`src/rtl/rtd_pkg.sv`:
```
// Package: shared constants for the redundant token detector.
// Assumes: two observed wires, packed into one vector at fixed slots.
package rtd_pkg;
    localparam int unsigned NUM_WIRES = 2;
    localparam int unsigned SLOT_IN   = 0;
    localparam int unsigned SLOT_OUT  = 1;
endpackage

```
`src/rtl/rtd_edge_det.sv`:
```
// Module: rtd_edge_det
// Finds the rising edges of NW synchronous wires by comparing each wire
// with a registered copy of itself.
// Assumes: the wires are already synchronous to clk (no synchroniser here).
module rtd_edge_det #(
    parameter int unsigned NW = 2
) (
    input  logic          clk,
    input  logic          rst_n,
    input  logic [NW-1:0] wire_i,
    output logic [NW-1:0] rise_o
);
    logic [NW-1:0] prev_q;

    for (genvar g = 0; g < NW; g++) begin : g_lane
        // Keep last cycle's sampled value of this wire.
        always_ff @(posedge clk) begin
            if (!rst_n) prev_q[g] <= 1'b0;
            else        prev_q[g] <= wire_i[g];
        end

        // A rise is a high wire whose previous sample was low.
        always_comb rise_o[g] = wire_i[g] & ~prev_q[g];

        // A rise can never be reported in two consecutive cycles.
        assert_single_rise_R2: assert property (@(posedge clk) disable iff (!rst_n)
            rise_o[g] |=> !rise_o[g])
            else $error("rise reported twice in a row on lane %0d", g);
    end
endmodule

```
`src/rtl/rtd_pair_track.sv`:
```
// Module: rtd_pair_track
// Tracks how input and output rises pair up. It holds a learning flag
// until a first rise has been seen on each wire, and a flag recording
// that the latest rise event was an output rise. It reports a fault
// when an output rise repeats with no input rise between.
// Assumes: rise inputs are single-cycle pulses from rtd_edge_det.
module rtd_pair_track (
    input  logic clk,
    input  logic rst_n,
    input  logic in_rise_i,
    input  logic out_rise_i,
    output logic learning_o,
    output logic fault_o
);
    logic learning_q;
    logic seen_in_q;
    logic seen_out_q;
    logic out_last_q;
    logic seen_in_n;
    logic seen_out_n;

    // Accumulate the first sightings of each rise kind while learning.
    always_comb begin
        seen_in_n  = seen_in_q  | in_rise_i;
        seen_out_n = seen_out_q | out_rise_i;
    end

    // Learning flag, first-sighting flags and "output was last" flag.
    always_ff @(posedge clk) begin
        if (!rst_n) begin
            learning_q <= 1'b1;
            seen_in_q  <= 1'b0;
            seen_out_q <= 1'b0;
            out_last_q <= 1'b0;
        end else begin
            seen_in_q  <= seen_in_n;
            seen_out_q <= seen_out_n;
            if (learning_q && seen_in_n && seen_out_n)
                learning_q <= 1'b0;
            if (out_rise_i)
                out_last_q <= 1'b1;
            else if (in_rise_i)
                out_last_q <= 1'b0;
        end
    end

    // Surplus token: repeated output rise, no input rise since, past learning.
    always_comb fault_o = ~learning_q & out_rise_i & out_last_q & ~in_rise_i;

    assign learning_o = learning_q;

    // Once learning has ended it stays ended until reset.
    assert_learning_ends_once_R3: assert property (@(posedge clk) disable iff (!rst_n)
        !learning_q |=> !learning_q)
        else $error("learning phase re-entered without reset");

    // Simultaneous input and output rises are a matched pair.
    assert_same_cycle_pair_R6: assert property (@(posedge clk) disable iff (!rst_n)
        (in_rise_i && out_rise_i) |-> !fault_o)
        else $error("fault on simultaneous rises");

    // Input rises alone never produce a fault.
    assert_inputs_harmless_R7: assert property (@(posedge clk) disable iff (!rst_n)
        !out_rise_i |-> !fault_o)
        else $error("fault without an output rise");
endmodule

```
`src/rtl/rtd_alarm_latch.sv`:
```
// Module: rtd_alarm_latch
// Registers fault pulses into a flag that holds until reset.
// Assumes: fault_i is a synchronous single-cycle indication.
module rtd_alarm_latch (
    input  logic clk,
    input  logic rst_n,
    input  logic fault_i,
    output logic alarm_o
);
    logic alarm_q;

    // Set on any fault, clear only by reset.
    always_ff @(posedge clk) begin
        if (!rst_n)       alarm_q <= 1'b0;
        else if (fault_i) alarm_q <= 1'b1;
    end

    assign alarm_o = alarm_q;

    // Sticky: a set alarm stays set.
    assert_alarm_sticky_R5: assert property (@(posedge clk) disable iff (!rst_n)
        alarm_q |=> alarm_q)
        else $error("alarm dropped without reset");

    // A fault is reported on the following edge.
    assert_fault_reported_R4: assert property (@(posedge clk) disable iff (!rst_n)
        fault_i |=> alarm_q)
        else $error("fault not latched");

    // The alarm never rises without a fault the cycle before.
    assert_no_spurious_alarm_R4: assert property (@(posedge clk) disable iff (!rst_n)
        $rose(alarm_q) |-> $past(fault_i))
        else $error("alarm rose without a fault");
endmodule

```
`src/rtl/rtd_monitor.sv`:
```
// Module: rtd_monitor (top)
// Watches a stage's input-valid and output-valid wires and raises a
// sticky alarm when the stage emits more output tokens than it took in.
// Assumes: both wires are synchronous to clk; reset is synchronous, active low.
module rtd_monitor
    import rtd_pkg::*;
(
    input  logic clk,
    input  logic rst_n,
    input  logic in_valid,
    input  logic out_valid,
    output logic alarm
);
    logic [NUM_WIRES-1:0] wires;
    logic [NUM_WIRES-1:0] rises;
    logic                 learning;
    logic                 fault;

    // Pack the observed wires into their fixed slots.
    always_comb begin
        wires           = '0;
        wires[SLOT_IN]  = in_valid;
        wires[SLOT_OUT] = out_valid;
    end

    rtd_edge_det #(.NW(NUM_WIRES)) u_edges (
        .clk    (clk),
        .rst_n  (rst_n),
        .wire_i (wires),
        .rise_o (rises)
    );

    rtd_pair_track u_track (
        .clk        (clk),
        .rst_n      (rst_n),
        .in_rise_i  (rises[SLOT_IN]),
        .out_rise_i (rises[SLOT_OUT]),
        .learning_o (learning),
        .fault_o    (fault)
    );

    rtd_alarm_latch u_alarm (
        .clk     (clk),
        .rst_n   (rst_n),
        .fault_i (fault),
        .alarm_o (alarm)
    );

    // The first cycle after reset shows a clear alarm and the learning phase.
    assert_reset_state_R1: assert property (@(posedge clk) disable iff (!rst_n)
        $past(!rst_n) |-> (!alarm && learning))
        else $error("bad state after reset");

    // No alarm while the learning phase lasts.
    assert_quiet_while_learning_R3: assert property (@(posedge clk) disable iff (!rst_n)
        learning |-> !alarm)
        else $error("alarm during learning phase");
endmodule

```
`config.mk`:
```
export PLATFORM = sky130hd
export DESIGN_NAME = rtd_monitor
export DESIGN_NICKNAME = d
export VERILOG_FILES = /design/src/rtl/rtd_pkg.sv /design/src/rtl/rtd_edge_det.sv /design/src/rtl/rtd_pair_track.sv /design/src/rtl/rtd_alarm_latch.sv /design/src/rtl/rtd_monitor.sv
export SDC_FILE = /design/constraint.sdc
export NUM_CORES = 1
export LEC_CHECK = 0
export ABC_AREA = 1
export BUFFER_PORTS_ARGS = -buffer_cell sky130_fd_sc_hd__buf_2
export CORE_AREA = 2 2 39 41
export CTS_BUF_LIST = sky130_fd_sc_hd__clkbuf_4
export CTS_CLUSTER_DIAMETER = 50
export DETAILED_ROUTE_END_ITERATION = 8
export DIE_AREA = 0 0 41 43
export HOLD_SLACK_MARGIN = 0.03
export PLACE_DENSITY = 0.45
export SYNTH_ARGS = -nofsm -noshare
export SYNTH_HDL_FRONTEND = slang
export SYNTH_SLANG_ARGS = --single-unit
```
`constraint.sdc`:
```
create_clock -name clk -period 1.25 [get_ports clk]
set_clock_uncertainty 0.2 [all_clocks]
set_input_delay 0.125 -clock clk [delete_from_list [all_inputs] [get_ports clk]]
set_output_delay 0.125 -clock clk [all_outputs]
set_load 0.01 [all_outputs]
```
# After elaboration in Yosys (flattened, before gate mapping)
# Cells that the tools add are included.
# totals
wordCells,23
out_inout_bits,1
latchBits,0
memories,0
register_bits,7
rom_bits,0
ram_bits,0
inputBits,4
# op_classes
div_mod_pow,0
eq_ne,0
bitwise_logic,11
n_reduce_logical,3
magnitude_cmp,0
add_sub_neg,0
n_mul,0
n_mux,2
shift,0
# ops
op,n
1-bit AND,5
1-bit inverter,4
1-bit logical AND,2
1-bit two-way mux,2
1-bit bitwise OR,2
2-bit nonzero test,1

# Longest topological paths before layout
# Gate-level depths: netlist (run 1).
# depth
depth_word,5
ltp_mapped,6

# By module
# From an unflattened synthesis (run 1), not the netlist that was laid out.
# unflattened
hier_cells,31
hier_area_um2,247.7
# modules_own_cells
module,cells_per_inst,n_inst,area_per_inst_um2
rtd_pair_track,17,1,141.4
rtd_edge_det,10,1,75.1
rtd_alarm_latch,4,1,31.3

# Worst setup path before layout (run 1)
# No wires, ideal clock.
# synth_timing
kind,reg2reg
startpoint,register u_edges.prev_q[0]
endpoint,register u_alarm.alarm_q (netlist: u_alarm.alarm_o)
slack_ns,0.359
stages_incl_launch_ff,5
n_path_buf,0
arrival_ns,0.621
required_ns,0.980
cell_sequence,dfxtp_1 inv_1 a21oi_1 nand2_1 a21oi_1
# synth_between
elab_chain_len,4
# synth_lines
element,line,rtl
"start, declared",rtd_edge_det.sv:13,logic [NW-1:0] prev_q;
"start signal, assigned by index",rtd_edge_det.sv:19,else prev_q[g] <= wire_i[g];
1-bit inverter,rtd_edge_det.sv:23,always_comb rise_o[g] = wire_i[g] & ~prev_q[g];
1-bit AND,rtd_edge_det.sv:23,
1-bit inverter,rtd_pair_track.sv:48,always_comb fault_o = ~learning_q & out_rise_i & out_last_q & ~in_rise_i;
1-bit AND,rtd_pair_track.sv:48,
"end signal, assigned",rtd_alarm_latch.sv:14,if (!rst_n) alarm_q <= 1'b0;
"end signal, assigned",rtd_alarm_latch.sv:15,else if (fault_i) alarm_q <= 1'b1;
"end, declared",rtd_alarm_latch.sv:10,logic alarm_q;
# Every way passes these cells.
# A chain may end at the register's enable or synchronous reset.

==> results of run 1 <==
## Yosys cell counts (all sizes together)
cell type   n
a21oi       5
dfxtp       7
inv        11
nand2       8
nand3       1
nor2        1
or2         1
## power groups by stage
stage	registers, uW	clock network (uW)	logic [uW]
after floorplan	248	0	25.9
after global placement	248	0	38.6
after detailed placement	249	0	39.1
after CTS	244	232	46.4
after global routing	245	258	54.6
final	244	223	45.3
## critical path, cell delays in order
cell,delay (ns)
dlygate4sd3_1,0.52
buf_2,0.14
inv_2,0.06
or2_0,0.19
nand2_1,0.06
inv_1,0.03
## state kept, by name, summed over array words and instances, names as in the netlist
signal,cells
u_alarm.alarm_o,1
u_edges.prev_q,2
u_track.learning_o,1
u_track.out_last_q,1
u_track.seen_in_q,1
u_track.seen_out_q,1
## through the flow
step | hold WS [ns] | util | power (uW) | cells
floorplan | 0.01845 | - | 273.6 | 34
global placement | 0.1235 | 0.2107 | 286.7 | 54
detailed placement | 0.1300 | 0.2107 | 287.9 | 54
CTS | 0.2538 | 0.2541 | 522.7 | 61
global route | 0.2805 | 0.2541 | 557.9 | 61
finish | 0.2471 | 0.2541 | 512.0 | 61
## cell type report
| cell class | count | area (um^2) |
|---|---|---|
| multi-input combinational | 16 | 70.07 |
| fill | 168 | 1032 |
| inverter | 11 | 41.29 |
| clock buffer | 4 | 30.03 |
| timing repair buffer | 7 | 50.05 |
| sequential | 7 | 140.1 |
| tap | 16 | 20.02 |
## cells by family (layout without fill, tap and decap cells)
group                  after synthesis  count (layout)  share of synthesized area
AOI/OAI and AO/OA                    5               5                    0.09949
buffers and inverters               11              22                     0.1642
DFF                                  7               7                     0.5572
and+or+nand+nor                     11              11                     0.1791
## what timing repair did
item / 4_1_cts / 5_1_grt
hold endpoints to repair: 7 / 0
resized for setup: 0 / 0
hold buffers: 3 / 0
## worst max path at each step
stage                            from            endpoint  slack, ns  cells past startpoint
floorplan           u_edges.prev_q[0]     u_alarm.alarm_o       0.36                      4
global placement    u_edges.prev_q[1]     u_alarm.alarm_o       0.30                      5
detailed placement  u_edges.prev_q[1]     u_alarm.alarm_o       0.30                      5
CTS                             rst_n  u_track.learning_o       0.06                      6
global route                    rst_n  u_track.learning_o      0.003                      6
finish                          rst_n  u_track.learning_o       0.06                      6
## per-layer routing
| layer | part of all wire | vias to the layer above | routed length, um |
|---|---|---|---|
| li1 | - | 119 | - |
| met1 | 0.48 | 94 | 201 |
| met2 | 0.44 | 5 | 186 |
| met3 | 0.033 | 4 | 14 |
| met4 | 0.041 | 0 | 17 |
| met5 | 0 | - | 0 |
==> flow_metrics.py, run 1 <==
metrics = {
    "timing": {
        "rsz0062_at_grt": "false",
        "finalCriticalPeriod_ns": 1.192,
        "slew_viol_final": 0,
        "setup_tns_ns": 0,
        "clock.fmax_mhz": 838.8,
        "layout_setup_ws_ns": 0.05782,
        "fin_crit_sh": 0.9537,
        "slew_headroom": 0.8945,
        "worstMarginPinSlew_ns": 0.1583,
        "setup_viol": 0,
        "hold_viol_final": 0,
    },
    "pwr": {
        "p_sw_uw": 108.2,
        "pwr-share-comb": 0.089,
        "power.internal_uw": 403.8,
        "swShare": 0.2113,
        "clockPowerShare": 0.435,
        "p_leak_uw": 0.0001811,
        "powerDensity_mw_per_mm2": 1456,
        "ir_drop_mv": 0.5055,
        "seq_power_share": 0.477,
    },
    "floorplan": {
        "ios": 5,
        "dieArea_mm2": 0.001763,
        "core-area_mm2": 0.001384,
        "die_w_um": 41,
        "die_h_um": 43,
        "start_util": 0.1817,
        "fp-row-count": 14,
    },
    "drt": {
        "route.detailed.drc": 0,
        "route.vias.total": 222,
        "drt_iter0_drc": 2,
        "wire_per_inst_um": 6.869,
        "postRouteAntennaNets": 0,
        "dr.pass1.iters": 2,
        "wirelength_um": 419,
        "viasPerCell": 3.639,
    },
    "placed_design": {
        "post-place-ws_ns": 0.2961,
        "routabilityCongestion": 0.6541,
        "io_buffers": 4,
        "place_hpwl_um": 328.1,
        "post_dp_cell_area_um2": 291.5,
    },
    "layout": {
        "area_growth_pct": 39.80,
        "layout_commonest_cell": "inv_1",
        "final_area_um2": 351.6,
        "antenna_cells": 0,
        "drive_above_1_share": 0.2222,
        "nNetsFinal": 50,
        "final_cell_mix": "9 x inv_1, 8 x nand2_1, 7 x dfxtp_1",
    },
    "setup_path": {
        "critical_path.max_fanout": 5,
        "r2r_setup_slack_ns": 0.29,
        "r2r-end": "u_alarm.alarm_o",
        "crit_path_start_kind": "input port",
        "setup.worst_path.end_class": "flip-flop",
        "critPathArrivalTime_ns": 1.14,
        "reg2reg_from": "u_edges.prev_q[1]",
        "crit_type": "input port to flip-flop",
        "cp.required_ns": 1.20,
        "worstRegToRegCells": 5,
    },
    "hold_path": {
        "hold_path_class": "flip-flop to flip-flop",
        "hold_depth": 2,
        "hp-start": "u_alarm.alarm_o",
        "min_to": "u_alarm.alarm_o",
    },
    "clocking": {
        "clk_pin_slew_ns": 0.05,
        "cts_buffers": 3,
        "cts_max_path_buffers": 2,
        "cts_root_buf": "clkbuf_4",
        "htreeDepth": 1,
        "cts_setup_buffers": 0,
        "clk_latency_ns": 0.25,
        "cts_tree": "yes",
        "clock_sinks": 7,
    },
    "global_route": {
        "grt_pass1_wl_um": 807,
        "use_met3": 0.03141,
        "gr-max-usage-layer": "met1",
        "grt_pass1_vias": 216,
        "grt_overflow": 0,
        "use_met2": 0.08438,
        "track_usage": 0.07351,
        "use_met1": 0.09091,
        "grt_max_degree": 6,
        "antenna_found_initial": 0,
    },
    "synthesis": {
        "synth_area_leaders": "dfxtp_1 56%, inv_1 13%, nand2_1 12%",
        "syn_area_per_cell_um2": 7.397,
        "synth-seq-cells": 7,
        "yosysSeqAreaShare": 0.5572,
        "netlist_instances": 34,
        "syn_nets": 38,
        "ys_warn_count": 0,
        "synth_top_area_share": 0.5572,
        "ys_types": 8,
        "yosysTopAreaCell": "dfxtp_1",
        "synthesis.area_um2": 251.5,
    },
    "run": {
        "cap_viol_max_count": 0,
    },
    "outcome": {
        "status": "finished clean",
    },
}
(Power assumes the default switching activity.)
==> run 2, diff against run 1 <==
Settings changed: PLACE_DENSITY 0.45 to 0.46.
Clock period 1.25 ns to 1 ns, I/O delays scaled along.
==> run 2 against run 1 <==
Effect of this change: the flow now finishes with violations (negative hold slack); clock power up 26%; sequential cell count is the same; combinational power up 42%; count of clock-buffer cells in the layout is the same; via count decreased by 0.90%; die area did not move; cell area up 4.6%; routed wire length is 0.95% higher; total power rose by 27%; register-to-register slack got worse by 0.24 ns.
==> flow_metrics.py, run 2 (synthesized netlist as in run 1, its figures left out) <==
metrics = {
    "outcome": {
        "status": "finished, violations left",
        "violations": "negative hold slack",
    },
    "layout": {
        "antenna_cells": 0,
        "layout_commonest_cell": "inv_1",
        "area_growth_pct": 46.27,
        "post-route-util": 0.2658,
        "nNetsFinal": 50,
        "drive_above_1_share": 0.3778,
        "final_cell_mix": "8 x inv_1, 6 x nand2_1, 6 x dfxtp_1",
        "regMostFlops": "u_edges.prev_q",
        "largest_register_ffs": 2,
    },
    "drt": {
        "route.vias.total": 220,
        "postRouteAntennaNets": 0,
        "viasPerCell": 3.607,
        "wirelength_um": 423,
        "wire_per_inst_um": 6.934,
        "drt_iter0_drc": 1,
        "route.detailed.drc": 0,
        "dr.pass1.iters": 2,
    },
    "timing": {
        "fin_crit_sh": 0.9758,
        "setup_viol": 0,
        "finalCriticalPeriod_ns": 0.9758,
        "slew_viol_final": 0,
        "slew_headroom": 0.9250,
        "rsz0062_at_grt": "true",
        "whs_ns": -0.05123,
        "worstMarginPinSlew_ns": 0.1121,
        "hold_viol_final": 5,
        "setup_tns_ns": 0,
        "clock.fmax_mhz": 1025,
    },
    "global_route": {
        "grt_pass1_wl_um": 745,
        "track_usage": 0.06949,
        "grt_pass1_vias": 188,
        "antenna_found_initial": 0,
        "grt_overflow": 0,
        "grt_max_degree": 6,
    },
    "floorplan": {
        "core-area_mm2": 0.001384,
        "dieArea_mm2": 0.001763,
        "ios": 5,
        "start_util": 0.1817,
        "die_h_um": 43,
        "die_w_um": 41,
        "fp-row-count": 14,
    },
    "setup_path": {
        "timing.critical_path.buf_inv": 1,
        "cp_cell_sequence": "buf_6",
        "setup.worst_path.end_class": "primary output",
        "critical_path.max_fanout": 2,
        "crit_path_start_kind": "flip-flop",
        "cpPeakStageDelay_ns": 0.32,
        "critPathArrivalTime_ns": 0.68,
        "cp.required_ns": 0.70,
        "crit_family": "flip-flops",
        "crit_type": "flip-flop to primary output",
        "crit_slowest_cell": "dfxtp_2",
    },
    "pwr": {
        "power_uw": 652.5,
        "p_leak_uw": 0.0001795,
        "powerDensity_mw_per_mm2": 1774,
        "ir_drop_mv": 0.6353,
    },
    "clocking": {
        "hold_buffers": 2,
        "cts_tree": "yes",
        "clk_latency_ns": 0.25,
        "htreeDepth": 1,
        "clock_sinks": 7,
        "cts_buffers": 3,
        "cts_max_path_buffers": 2,
        "clk_pin_slew_ns": 0.05,
        "cts_root_buf": "clkbuf_4",
    },
    "placed_design": {
        "io_buffers": 4,
        "place_hpwl_um": 290.2,
        "routabilityCongestion": 0.6542,
    },
    "run": {
        "cap_viol_max_count": 0,
    },
    "hold_path": {
        "hold_path_class": "input port to flip-flop",
    },
}
run 2: cell type report:
class                      instances  area (um^2)
clock buffer                       4        30.03
fill                             157         1016
inverter                          11        41.29
multi-input combinational         16        81.33
sequential                         7        141.4
tap                               16        20.02
timing repair buffer               7        53.80
run 2: layer usage:
metal	track usage	routed length [um]
met4	0.08000	0
met2	0.07500	215
met3	0.03141	9
met1	0.08766	197
met5	0	0
run 2: per-stage QoR:
stage / instance area [um^2] / setup WS, ns / cells
floorplan: 251.5 / 0.1094 / 34
global placement: 291.5 / 0.04907 / 54
detailed placement: 291.5 / 0.04549 / 54
CTS: 342.8 / 0.002529 / 60
global route: 367.9 / -0.01250 / 61
finish: 367.9 / 0.02423 / 61
run 2: final timing paths:
check                           depth (start not counted)                 end              start  slack [ns]
worst min-delay path                                    3     u_alarm.alarm_o              rst_n       -0.05
worst max register to register                          4  u_track.out_last_q  u_edges.prev_q[1]        0.05
worst min register to register                          2   u_track.seen_in_q  u_track.seen_in_q        0.25
worst max-delay path                                    1               alarm    u_alarm.alarm_o        0.02
run 2: repair_timing:
action,CTS,global route
setup buffers,0,1
setup endpoints to repair,1,4
gates resized for setup,1,6
endpoints found under the hold margin,7,5
pin swaps,0,2
run 2: report_power, final:
group          switching, uW  total, uW  internal, uW
logic                   33.9       64.5          30.6
registers               7.06        306           299
clock network            103        282           179
total                    144        652           509
==> run 3, diff against run 2 <==
--- a/constraint.sdc
+++ b/constraint.sdc
@@ -4,2 +4,2 @@
 set_output_delay 0.1 -clock clk [all_outputs]
-set_load 0.01 [all_outputs]
+set_load 0.005 [all_outputs]
==> run 3 against run 2 <==
Effect of this change: critical endpoint unchanged; register-to-register slack hardly changed; the flow still finishes with violations (negative hold slack); via count stayed put; largest power group unchanged; sequential cell count stayed put; global-route usage is 0.10 points lower; non-clock buffer count stayed put; utilization is 0.45 points lower; highest routed layer unchanged; largest cell class unchanged; cell count stayed put; first-iteration DRC count stayed put; hold slack stayed put; sequential share of layout area is 0.66 points higher.
==> flow_metrics.py, run 3 (synthesized netlist as in run 1, its figures left out) <==
metrics = {
    "setup_path": {
        "r2r_setup_slack_ns": 0.05,
        "timing.critical_path.buf_inv": 1,
        "crit_slowest_cell": "dfxtp_2",
        "cpPeakStageDelay_ns": 0.31,
        "cp_cell_sequence": "buf_2",
        "crit_family": "flip-flops",
        "critPathArrivalTime_ns": 0.67,
        "crit_type": "flip-flop to primary output",
        "cp.required_ns": 0.70,
        "setup.worst_path.end_class": "primary output",
        "worstRegToRegCells": 4,
        "crit_path_start_kind": "flip-flop",
        "reg2reg_from": "u_edges.prev_q[1]",
        "critical_path.max_fanout": 2,
        "r2r-end": "u_track.out_last_q",
    },
    "drt": {
        "dr.pass1.iters": 2,
        "wirelength_um": 413,
        "route.detailed.drc": 0,
        "route.vias.total": 220,
        "drt_iter0_drc": 1,
        "postRouteAntennaNets": 0,
        "wire_per_inst_um": 6.770,
        "viasPerCell": 3.607,
    },
    "layout": {
        "drive_above_1_share": 0.3778,
        "layout_commonest_cell": "inv_1",
        "antenna_cells": 0,
        "area_growth_pct": 43.78,
        "final_area_um2": 361.6,
        "post-route-util": 0.2613,
        "nNetsFinal": 50,
        "final_cell_mix": "8 x inv_1, 6 x nand2_1, 6 x dfxtp_1",
        "regMostFlops": "u_edges.prev_q",
        "largest_register_ffs": 2,
        "fillers": 156,
    },
    "placed_design": {
        "place_hpwl_um": 290.2,
        "post_dp_cell_area_um2": 291.5,
        "routabilityCongestion": 0.6542,
        "io_buffers": 4,
        "post-place-ws_ns": 0.04549,
    },
    "global_route": {
        "antenna_found_initial": 0,
        "track_usage": 0.06848,
        "grt_pass1_wl_um": 731,
        "grt_overflow": 0,
        "grt_pass1_vias": 185,
        "grt_max_degree": 6,
    },
    "clocking": {
        "cts_tree": "yes",
        "htreeDepth": 1,
        "hold_buffers": 2,
        "clk_latency_ns": 0.25,
        "cts_max_path_buffers": 2,
        "clk_pin_slew_ns": 0.05,
        "cts_root_buf": "clkbuf_4",
        "clock_sinks": 7,
        "cts_buffers": 3,
    },
    "timing": {
        "worstMarginPinSlew_ns": 0.1121,
        "finalCriticalPeriod_ns": 0.9705,
        "fin_crit_sh": 0.9705,
        "hold_viol_final": 5,
        "layout_setup_ws_ns": 0.02950,
        "rsz0062_at_grt": "true",
        "whs_ns": -0.05123,
        "slew_viol_final": 0,
        "setup_tns_ns": 0,
        "clock.fmax_mhz": 1030,
        "setup_viol": 0,
        "slew_headroom": 0.9250,
    },
    "floorplan": {
        "die_h_um": 43,
        "ios": 5,
        "die_w_um": 41,
        "core-area_mm2": 0.001384,
        "start_util": 0.1817,
        "dieArea_mm2": 0.001763,
        "fp-row-count": 14,
    },
    "outcome": {
        "status": "finished, violations left",
        "violations": "negative hold slack",
    },
    "run": {
        "cap_viol_max_count": 0,
    },
    "pwr": {
        "power_uw": 651.1,
        "p_leak_uw": 0.0001789,
        "powerDensity_mw_per_mm2": 1801,
        "ir_drop_mv": 0.6353,
    },
    "hold_path": {
        "hold_depth": 3,
        "min_to": "u_alarm.alarm_o",
        "hp-start": "rst_n",
        "hold_path_class": "input port to flip-flop",
    },
}
==> run 3: changes by cell type in the layout (fill, tap and decap cells not counted) <==
| cell | before | now |
|---|---|---|
| buf_6 | 1 | 0 |
| buf_2 | 3 | 4 |
==> run 3: power by group <==
part / switching (uW) / internal, uW / total, uW / leakage, uW
clock: 103 / 179 / 282 / 0.0000184
sequential: 6.87 / 299 / 306 / 0.0000587
combinational: 33.5 / 29.7 / 63.3 / 0.000102
total: 143 / 508 / 651 / 0.000179
==> run 3: final cells by class <==
type                       count  area, um^2  share of cell area
multi-input combinational     16       81.33              0.2249
timing repair buffer           7       47.55              0.1315
clock buffer                   4       30.03             0.08304
tap                           16       20.02             0.05536
inverter                      11       41.29              0.1142
sequential                     7       141.4              0.3910
==> run 3: through the flow <==
step                      cells  hold WS (ns)
after floorplan              34     -0.006547
after global placement       54       0.09803
after detailed placement     54        0.1001
after CTS                    60      -0.05442
after global routing         61      -0.04864
final                        61      -0.05123
==> run 3: repair_timing <==
item / CTS / global route
endpoints found under the hold margin: 7 / 5
buffers inserted: 0 / 1
resized for setup: 0 / 6
endpoints found under the setup margin: 0 / 4
==> run 3: worst min-delay path, delay by kind of cell <==
kind	cells	cell delay [ns]
compound gates	1	0.04
buf+inv	2	0.22
==> run 3: how the worst max path moves through the flow <==
stage	startpoint	cells past startpoint	to
4_1_cts	u_alarm.alarm_o	1	alarm
2_1_floorplan	u_edges.prev_q[0]	4	u_alarm.alarm_o
6_report	u_alarm.alarm_o	1	alarm
3_5_place_dp	u_edges.prev_q[0]	4	u_alarm.alarm_o
5_1_grt	u_edges.prev_q[1]	6	u_track.learning_o
3_3_place_gp	u_edges.prev_q[1]	5	u_alarm.alarm_o
==> run 3: layer usage <==
layer	track usage	vias up	share of wire
met1	0.08766	98	0.48
met2	0.07188	3	0.50
li1	-	119	-
met3	0.03141	0	0.022
met4	0.08000	0	0
met5	0	-	0
